[config.mk]
export PLATFORM = sky130hd
export DESIGN_NAME = errpin_toggle_monitor
export DESIGN_NICKNAME = d
export VERILOG_FILES = /design/src/rtl/errmon_pkg.sv /design/src/rtl/errmon_sync.sv /design/src/rtl/errmon_period.sv /design/src/rtl/errmon_react.sv /design/src/rtl/errpin_toggle_monitor.sv
export SDC_FILE = /design/constraint.sdc
export NUM_CORES = 1
export LEC_CHECK = 0
export BUFFER_PORTS_ARGS = -buffer_cell sky130_fd_sc_hd__buf_2
export CORE_MARGIN = 2
export CORE_UTILIZATION = 50
export CTS_BUF_LIST = sky130_fd_sc_hd__clkbuf_4 sky130_fd_sc_hd__clkbuf_8
export CTS_CLUSTER_DIAMETER = 120
export CTS_CLUSTER_SIZE = 16
export DETAILED_ROUTE_END_ITERATION = 8
export PLACE_DENSITY_LB_ADDON = 0.2
export SLEW_MARGIN = 15
export SYNTH_ARGS = -nofsm -noshare
export SYNTH_HDL_FRONTEND = slang
export SYNTH_SLANG_ARGS = --single-unit
[constraint.sdc]
create_clock -name clk -period 4.85 [get_ports clk]
set_input_delay 1.455 -clock clk [delete_from_list [all_inputs] [get_ports clk]]
set_output_delay 1.455 -clock clk [all_outputs]
set_load 0.005 [all_outputs]
[src/rtl/errmon_pkg.sv]
package errmon_pkg;

    // Fault kinds; packed so that fast is bit 0 and slow is bit 1
    typedef struct packed {
        logic slow;
        logic fast;
    } fault_kind_t;

    typedef enum logic {
        MODE_IMMEDIATE = 1'b0,
        MODE_DELAYED   = 1'b1
    } react_mode_e;

    localparam int NUM_KINDS = 2;

    function automatic logic kind_any(input fault_kind_t k);
        return k.slow | k.fast;
    endfunction

    function automatic fault_kind_t kind_merge(input fault_kind_t a, input fault_kind_t b);
        fault_kind_t r;
        r.slow = a.slow | b.slow;
        r.fast = a.fast | b.fast;
        return r;
    endfunction

endpackage

[src/rtl/errmon_sync.sv]
module errmon_sync #(
    parameter int STAGES = 2
) (
    input  logic clk,
    input  logic rst,
    input  logic pin,
    output logic rise
);
    localparam int CHAIN_W = STAGES + 1;

    logic [CHAIN_W-1:0] chain;

    always_ff @(posedge clk) begin
        if (rst) chain <= '0;
        else     chain <= {chain[CHAIN_W-2:0], pin};
    end

    // Edge taken after the last synchroniser flop
    assign rise = chain[STAGES-1] & ~chain[STAGES];
endmodule

[src/rtl/errmon_period.sv]
module errmon_period
    import errmon_pkg::*;
#(
    parameter int CNT_W = 16
) (
    input  logic             clk,
    input  logic             rst,
    input  logic             restart,
    input  logic             rise,
    input  logic [CNT_W-1:0] min_p,
    input  logic [CNT_W-1:0] max_p,
    output fault_kind_t      evt,
    output logic             valid
);
    logic [CNT_W-1:0] cnt;
    logic             armed;
    logic             at_limit;
    logic             long_enough;

    always_comb begin
        at_limit    = (cnt == max_p);
        long_enough = ({1'b0, cnt} + 1'b1) >= {1'b0, min_p};
        evt.slow    = !restart && at_limit;
        evt.fast    = !restart && rise && armed && !at_limit && !long_enough;
        valid       = !restart && rise && armed && !at_limit && long_enough;
    end

    always_ff @(posedge clk) begin
        if (rst || restart) begin
            cnt   <= '0;
            armed <= 1'b0;
        end else begin
            cnt   <= (rise || at_limit) ? '0 : cnt + 1'b1;
            armed <= rise ? 1'b1 : (at_limit ? 1'b0 : armed);
        end
    end
endmodule

[src/rtl/errmon_react.sv]
module errmon_react
    import errmon_pkg::*;
#(
    parameter int DLY_W = 12
) (
    input  logic                 clk,
    input  logic                 rst,
    input  logic                 restart,
    input  react_mode_e          mode,
    input  logic [DLY_W-1:0]     rdly,
    input  fault_kind_t          evt,
    input  logic                 valid,
    input  logic [NUM_KINDS-1:0] clr,
    output logic [NUM_KINDS-1:0] flags,
    output logic                 irq,
    output logic                 fault_req
);
    logic             pend_q, pend_n;
    logic [DLY_W-1:0] dcnt_q, dcnt_n;
    fault_kind_t      pkind_q, pkind_n;
    fault_kind_t      conf;

    always_comb begin
        conf    = '0;
        pend_n  = pend_q;
        dcnt_n  = dcnt_q;
        pkind_n = pkind_q;
        if (restart) begin
            pend_n = 1'b0;
        end else if (mode == MODE_IMMEDIATE) begin
            conf   = evt;
            pend_n = 1'b0;
        end else if (pend_q) begin
            if (valid) begin
                pend_n = 1'b0;
            end else if (dcnt_q == rdly) begin
                conf   = kind_merge(pkind_q, evt);
                pend_n = 1'b0;
            end else begin
                dcnt_n  = dcnt_q + 1'b1;
                pkind_n = kind_merge(pkind_q, evt);
            end
        end else if (kind_any(evt)) begin
            pend_n  = 1'b1;
            dcnt_n  = '0;
            pkind_n = evt;
        end
    end

    always_ff @(posedge clk) begin
        if (rst) begin
            pend_q    <= 1'b0;
            dcnt_q    <= '0;
            pkind_q   <= '0;
            flags     <= '0;
            irq       <= 1'b0;
            fault_req <= 1'b0;
        end else begin
            pend_q    <= pend_n;
            dcnt_q    <= dcnt_n;
            pkind_q   <= pkind_n;
            flags     <= (flags & ~clr) | conf;
            irq       <= |(conf & ~flags);
            fault_req <= kind_any(conf);
        end
    end
endmodule

[src/rtl/errpin_toggle_monitor.sv]
module errpin_toggle_monitor
    import errmon_pkg::*;
#(
    parameter int CNT_W    = 16,
    parameter int DLY_W    = 12,
    parameter int SYNC_N   = 2,
    parameter int DEF_MIN  = 100,
    parameter int DEF_MAX  = 1000,
    parameter int DEF_RDLY = 500
) (
    input  logic             clk,
    input  logic             rst,
    input  logic             err_pin,
    input  logic             cfg_wr,
    input  logic             cfg_en,
    input  logic             cfg_delayed,
    input  logic [CNT_W-1:0] cfg_min,
    input  logic [CNT_W-1:0] cfg_max,
    input  logic [DLY_W-1:0] cfg_rdly,
    input  logic [1:0]       flag_clr,
    output logic [1:0]       flags,
    output logic             irq,
    output logic             fault_req
);
    typedef struct packed {
        logic             en;
        react_mode_e      mode;
        logic [CNT_W-1:0] min_p;
        logic [CNT_W-1:0] max_p;
        logic [DLY_W-1:0] rdly;
    } mon_cfg_t;

    mon_cfg_t    cfg_q;
    logic        cfg_en_q;
    logic        rise;
    logic        restart;
    logic        valid;
    fault_kind_t evt;

    always_ff @(posedge clk) begin
        if (rst) begin
            cfg_q.en    <= 1'b1;
            cfg_q.mode  <= MODE_IMMEDIATE;
            cfg_q.min_p <= CNT_W'(DEF_MIN);
            cfg_q.max_p <= CNT_W'(DEF_MAX);
            cfg_q.rdly  <= DLY_W'(DEF_RDLY);
        end else if (cfg_wr) begin
            cfg_q.en    <= cfg_en;
            cfg_q.mode  <= react_mode_e'(cfg_delayed);
            cfg_q.min_p <= cfg_min;
            cfg_q.max_p <= cfg_max;
            cfg_q.rdly  <= cfg_rdly;
        end
    end

    assign cfg_en_q = cfg_q.en;
    assign restart  = cfg_wr | ~cfg_q.en;

    errmon_sync #(.STAGES(SYNC_N)) u_sync (
        .clk  (clk),
        .rst  (rst),
        .pin  (err_pin),
        .rise (rise)
    );

    errmon_period #(.CNT_W(CNT_W)) u_period (
        .clk     (clk),
        .rst     (rst),
        .restart (restart),
        .rise    (rise),
        .min_p   (cfg_q.min_p),
        .max_p   (cfg_q.max_p),
        .evt     (evt),
        .valid   (valid)
    );

    errmon_react #(.DLY_W(DLY_W)) u_react (
        .clk       (clk),
        .rst       (rst),
        .restart   (restart),
        .mode      (cfg_q.mode),
        .rdly      (cfg_q.rdly),
        .evt       (evt),
        .valid     (valid),
        .clr       (flag_clr),
        .flags     (flags),
        .irq       (irq),
        .fault_req (fault_req)
    );
endmodule

==> flow_metrics.env <==
export IMPL_holdBufCountCts=0
export IMPL_drt_wl_total_mm=8.38
export IMPL_slowest_stage="a21oi_2"
export IMPL_rsz0062_at_grt="false"
export IMPL_power_mw=1.37
export IMPL_p_per_area_mw_per_mm2=295
export IMPL_fin_crit_sh_pct=77.2
export IMPL_dp_final_hpwl_mm=6.14
export IMPL_worstPathMaxFanout=20
export IMPL_leakage_nw=2.07
export IMPL_peakVddDrop_v=0.000126
export IMPL_drc=0
export IMPL_yosysSeqAreaShare_pct=41.5
export IMPL_antenna_found_initial=0
export IMPL_critical_path_buf_inv_count=0
export IMPL_setup_violations_final=0
export IMPL_cts_resized=0
export IMPL_grt_first_pass_wirelength_mm=14.2
export IMPL_cts_setup_buffers=0
export IMPL_worstSkewPairLatency_ns=0.36
export IMPL_detail_route_wl_per_cell_um=13.9
export IMPL_post_route_util_pct=57.3
export IMPL_num_io_pins=56
export IMPL_synthTopCellsByArea="dfxtp_1, mux2i_1, ha_1"
export IMPL_synth_largest_area_cell="dfxtp_1"
export IMPL_dp_cells=586
export IMPL_synth_distinct_cells=42
export IMPL_grtUsageTotal_pct=20.3
export IMPL_postPlaceCellArea_sq_mm=0.00444
export IMPL_area_delta_synth_final_pct=13.1
export IMPL_grt_max_degree=50
export IMPL_p_seq_share_pct=54.1
export IMPL_synth_edf_count=0
export IMPL_slew_viol_final=0
export IMPL_stdcell_area_sq_mm=0.00464
export IMPL_syn_area_per_cell_sq_um=9.26
export IMPL_grt_overflow_total=0
export IMPL_core_sq_mm=0.00809
export IMPL_cts_made_buffers=9
export IMPL_critPathCaptureType="register"
export IMPL_combPwrFrac_pct=8.6
export IMPL_cts_htree_levels=3
export IMPL_period_minus_slack_ns=3.74
export IMPL_async_reset_ff_share_pct=0
export IMPL_nFillCells=759
export IMPL_start_util_pct=50.7
export IMPL_finalNetCount=562
export IMPL_insertedDiodeCount=0
export IMPL_fmax_ghz=0.267
export IMPL_synth_warning_count=0
export IMPL_cts_tree="done"
export IMPL_hold_viol_final=0
export IMPL_clock_root_buffer="clkbuf_8"
export IMPL_synthCells=443
export IMPL_drv_cap=0
export IMPL_setup_tns_ns=0
export IMPL_cts_clk_slew_worst_paths_ns=0.08
export IMPL_drt_iter0_drc=84
export IMPL_worstPathCellList="and3_1 -> nand3_1 -> nor2_1 -> nand2_1 -> xnor2_1 -> ha_1 -> nand3_1 -> nor3_1 -> o311a_4 -> nor4_4 -> a21oi_2 -> nand2b_1 -> o21ai_0"
export IMPL_clockBufferDepth=2
export IMPL_clockPowerShare_pct=37.4
export IMPL_hold_path_class="register to register"
export IMPL_synth_top_area_share_pct=41.5
export IMPL_internal_power_mw=1.04
export IMPL_fin_hold_ws_ns=0.443
export IMPL_synth_ff_type="dfxtp_1"
export IMPL_syn_area_sq_mm=0.00410
export IMPL_place_ws_ns=1.08
export IMPL_die_h_um=94.6
export IMPL_grt_pass1_vias=2961
export IMPL_rows=33
export IMPL_drive_gt1_share_pct=16.3
export IMPL_worst_slack_ns=1.11
export IMPL_gp_congestion=0.888
export IMPL_slew_headroom_pct=47.3
export IMPL_crit_arrival_ns=3.98
export IMPL_critPathMostFrequentCell="nand3_1"
export IMPL_crit_family="simple AND/OR/NAND/NOR gates"
export IMPL_crit_path_start_kind="register"
export IMPL_tightestPinTransition_ns=0.791
export IMPL_required_ns=5.08
export IMPL_stdcell_count=601
export IMPL_slowest_delay_ns=0.56
export IMPL_clock_sinks=85
export IMPL_p_sw_share_pct=23.9
export IMPL_path_class="register to register"
export IMPL_vias=3176
export IMPL_numPortBuffers=55
export IMPL_status="completed"
export IMPL_synth_fp_nets=513
export IMPL_finClkSkew_ns=0.00766
export IMPL_vias_per_cell=5.28
export IMPL_die_w_um=94.6
export IMPL_ant_nets=0
export IMPL_dieArea_sq_mm=0.00895
export IMPL_p_switching_uw=327
export IMPL_ys_seq_elements=85
export IMPL_first_pass_iters=4
-- routing by layer --
layer | routed length [um] | global-route usage (%)
met1 | 4180 | 27.8
met4 | 118 | 6.88
met3 | 350 | 4.47
met5 | 0 | 0
met2 | 3730 | 31.8
-- state kept, by name, summed over array words and instances (netlist names) --
| register | cells |
|---|---|
| cfg_en_q | 1 |
| cfg_q | 45 |
| u_period.armed | 1 |
| u_period.cnt | 16 |
| u_react.dcnt_q | 12 |
| u_react.fault_req | 1 |
| u_react.flags | 2 |
| u_react.irq | 1 |
| u_react.pend_q | 1 |
| u_react.pkind_q | 2 |
| u_sync.chain | 3 |
-- power by group through the flow --
stage          Clock [mW]  Combinational (mW)  Sequential (mW)
6_report            0.511               0.117            0.739
5_1_grt             0.549               0.133            0.743
4_1_cts             0.520               0.119            0.739
3_5_place_dp            0               0.118            0.756
3_3_place_gp            0               0.115            0.755
2_1_floorplan           0              0.0817            0.750
-- kinds of logic (layout without fill, tap and decap cells) --
logic type | after synthesis | count (layout) | synth area share [%]
AO/OA/AOI/OAI | 53 | 53 | 9.94
adder cells (fa/ha/maj) | 18 | 18 | 5.49
AND/OR/NAND/NOR | 165 | 165 | 20.2
flip-flops | 85 | 85 | 41.5
buffers and inverters | 38 | 91 | 3.69
XOR/XNOR | 42 | 42 | 8.97
multiplexers | 42 | 42 | 10.2
-- cell type report --
cell class | count | area [sq um] | area share [%]
clock inverters | 4 | 47.5 | 1.02
clock buffers | 11 | 151 | 3.26
multi-input cells | 320 | 2250 | 48.5
inverters | 20 | 75.1 | 1.62
repair buffers | 56 | 283 | 6.09
flip-flops and latches | 85 | 1700 | 36.7
well taps | 105 | 131 | 2.83
-- cell usage after synthesis (5+ instances only) --
master	n
inv_1	19
nand4_1	10
mux2i_1	42
a21oi_1	10
clkbuf_1	10
buf_1	6
nand2b_1	5
o31ai_1	9
dfxtp_1	85
and3_1	5
a21boi_1	8
nor2_1	44
nand2_1	39
xor2_1	22
nor4_1	5
ha_1	18
xnor2_1	20
nand3_1	17
nor2b_1	20
o21ai_0	7
-- cells in the final DEF (no fill, tap or decap), types with 4 or more instances in the layout --
| cell type | count |
|---|---|
| and3_1 | 5 |
| mux2i_1 | 42 |
| o211ai_1 | 4 |
| inv_1 | 19 |
| o31ai_1 | 9 |
| ha_1 | 18 |
| or3_1 | 4 |
| o21ai_0 | 7 |
| a21oi_1 | 10 |
| xor2_1 | 22 |
| nor2_1 | 44 |
| buf_2 | 55 |
| xnor2_1 | 20 |
| nand4_1 | 10 |
| dfxtp_1 | 85 |
| nor2b_1 | 20 |
| nand3_1 | 17 |
| nand2b_1 | 5 |
| a21boi_1 | 8 |
| nand2_1 | 39 |
| clkbuf_8 | 11 |
| nor4_1 | 5 |
-- worst paths after layout --
kind	startpoint	endpoint	slack [ns]	cells after the start
worst max-delay path	u_period.cnt[2]	u_react.dcnt_q[1]	1.11	13
worst min register to register	u_sync.chain[0]	u_sync.chain[1]	0.44	1
worst min-delay path	u_sync.chain[0]	u_sync.chain[1]	0.44	1
worst max register to register	u_period.cnt[2]	u_react.dcnt_q[1]	1.11	13
(Power assumes the default switching activity.)
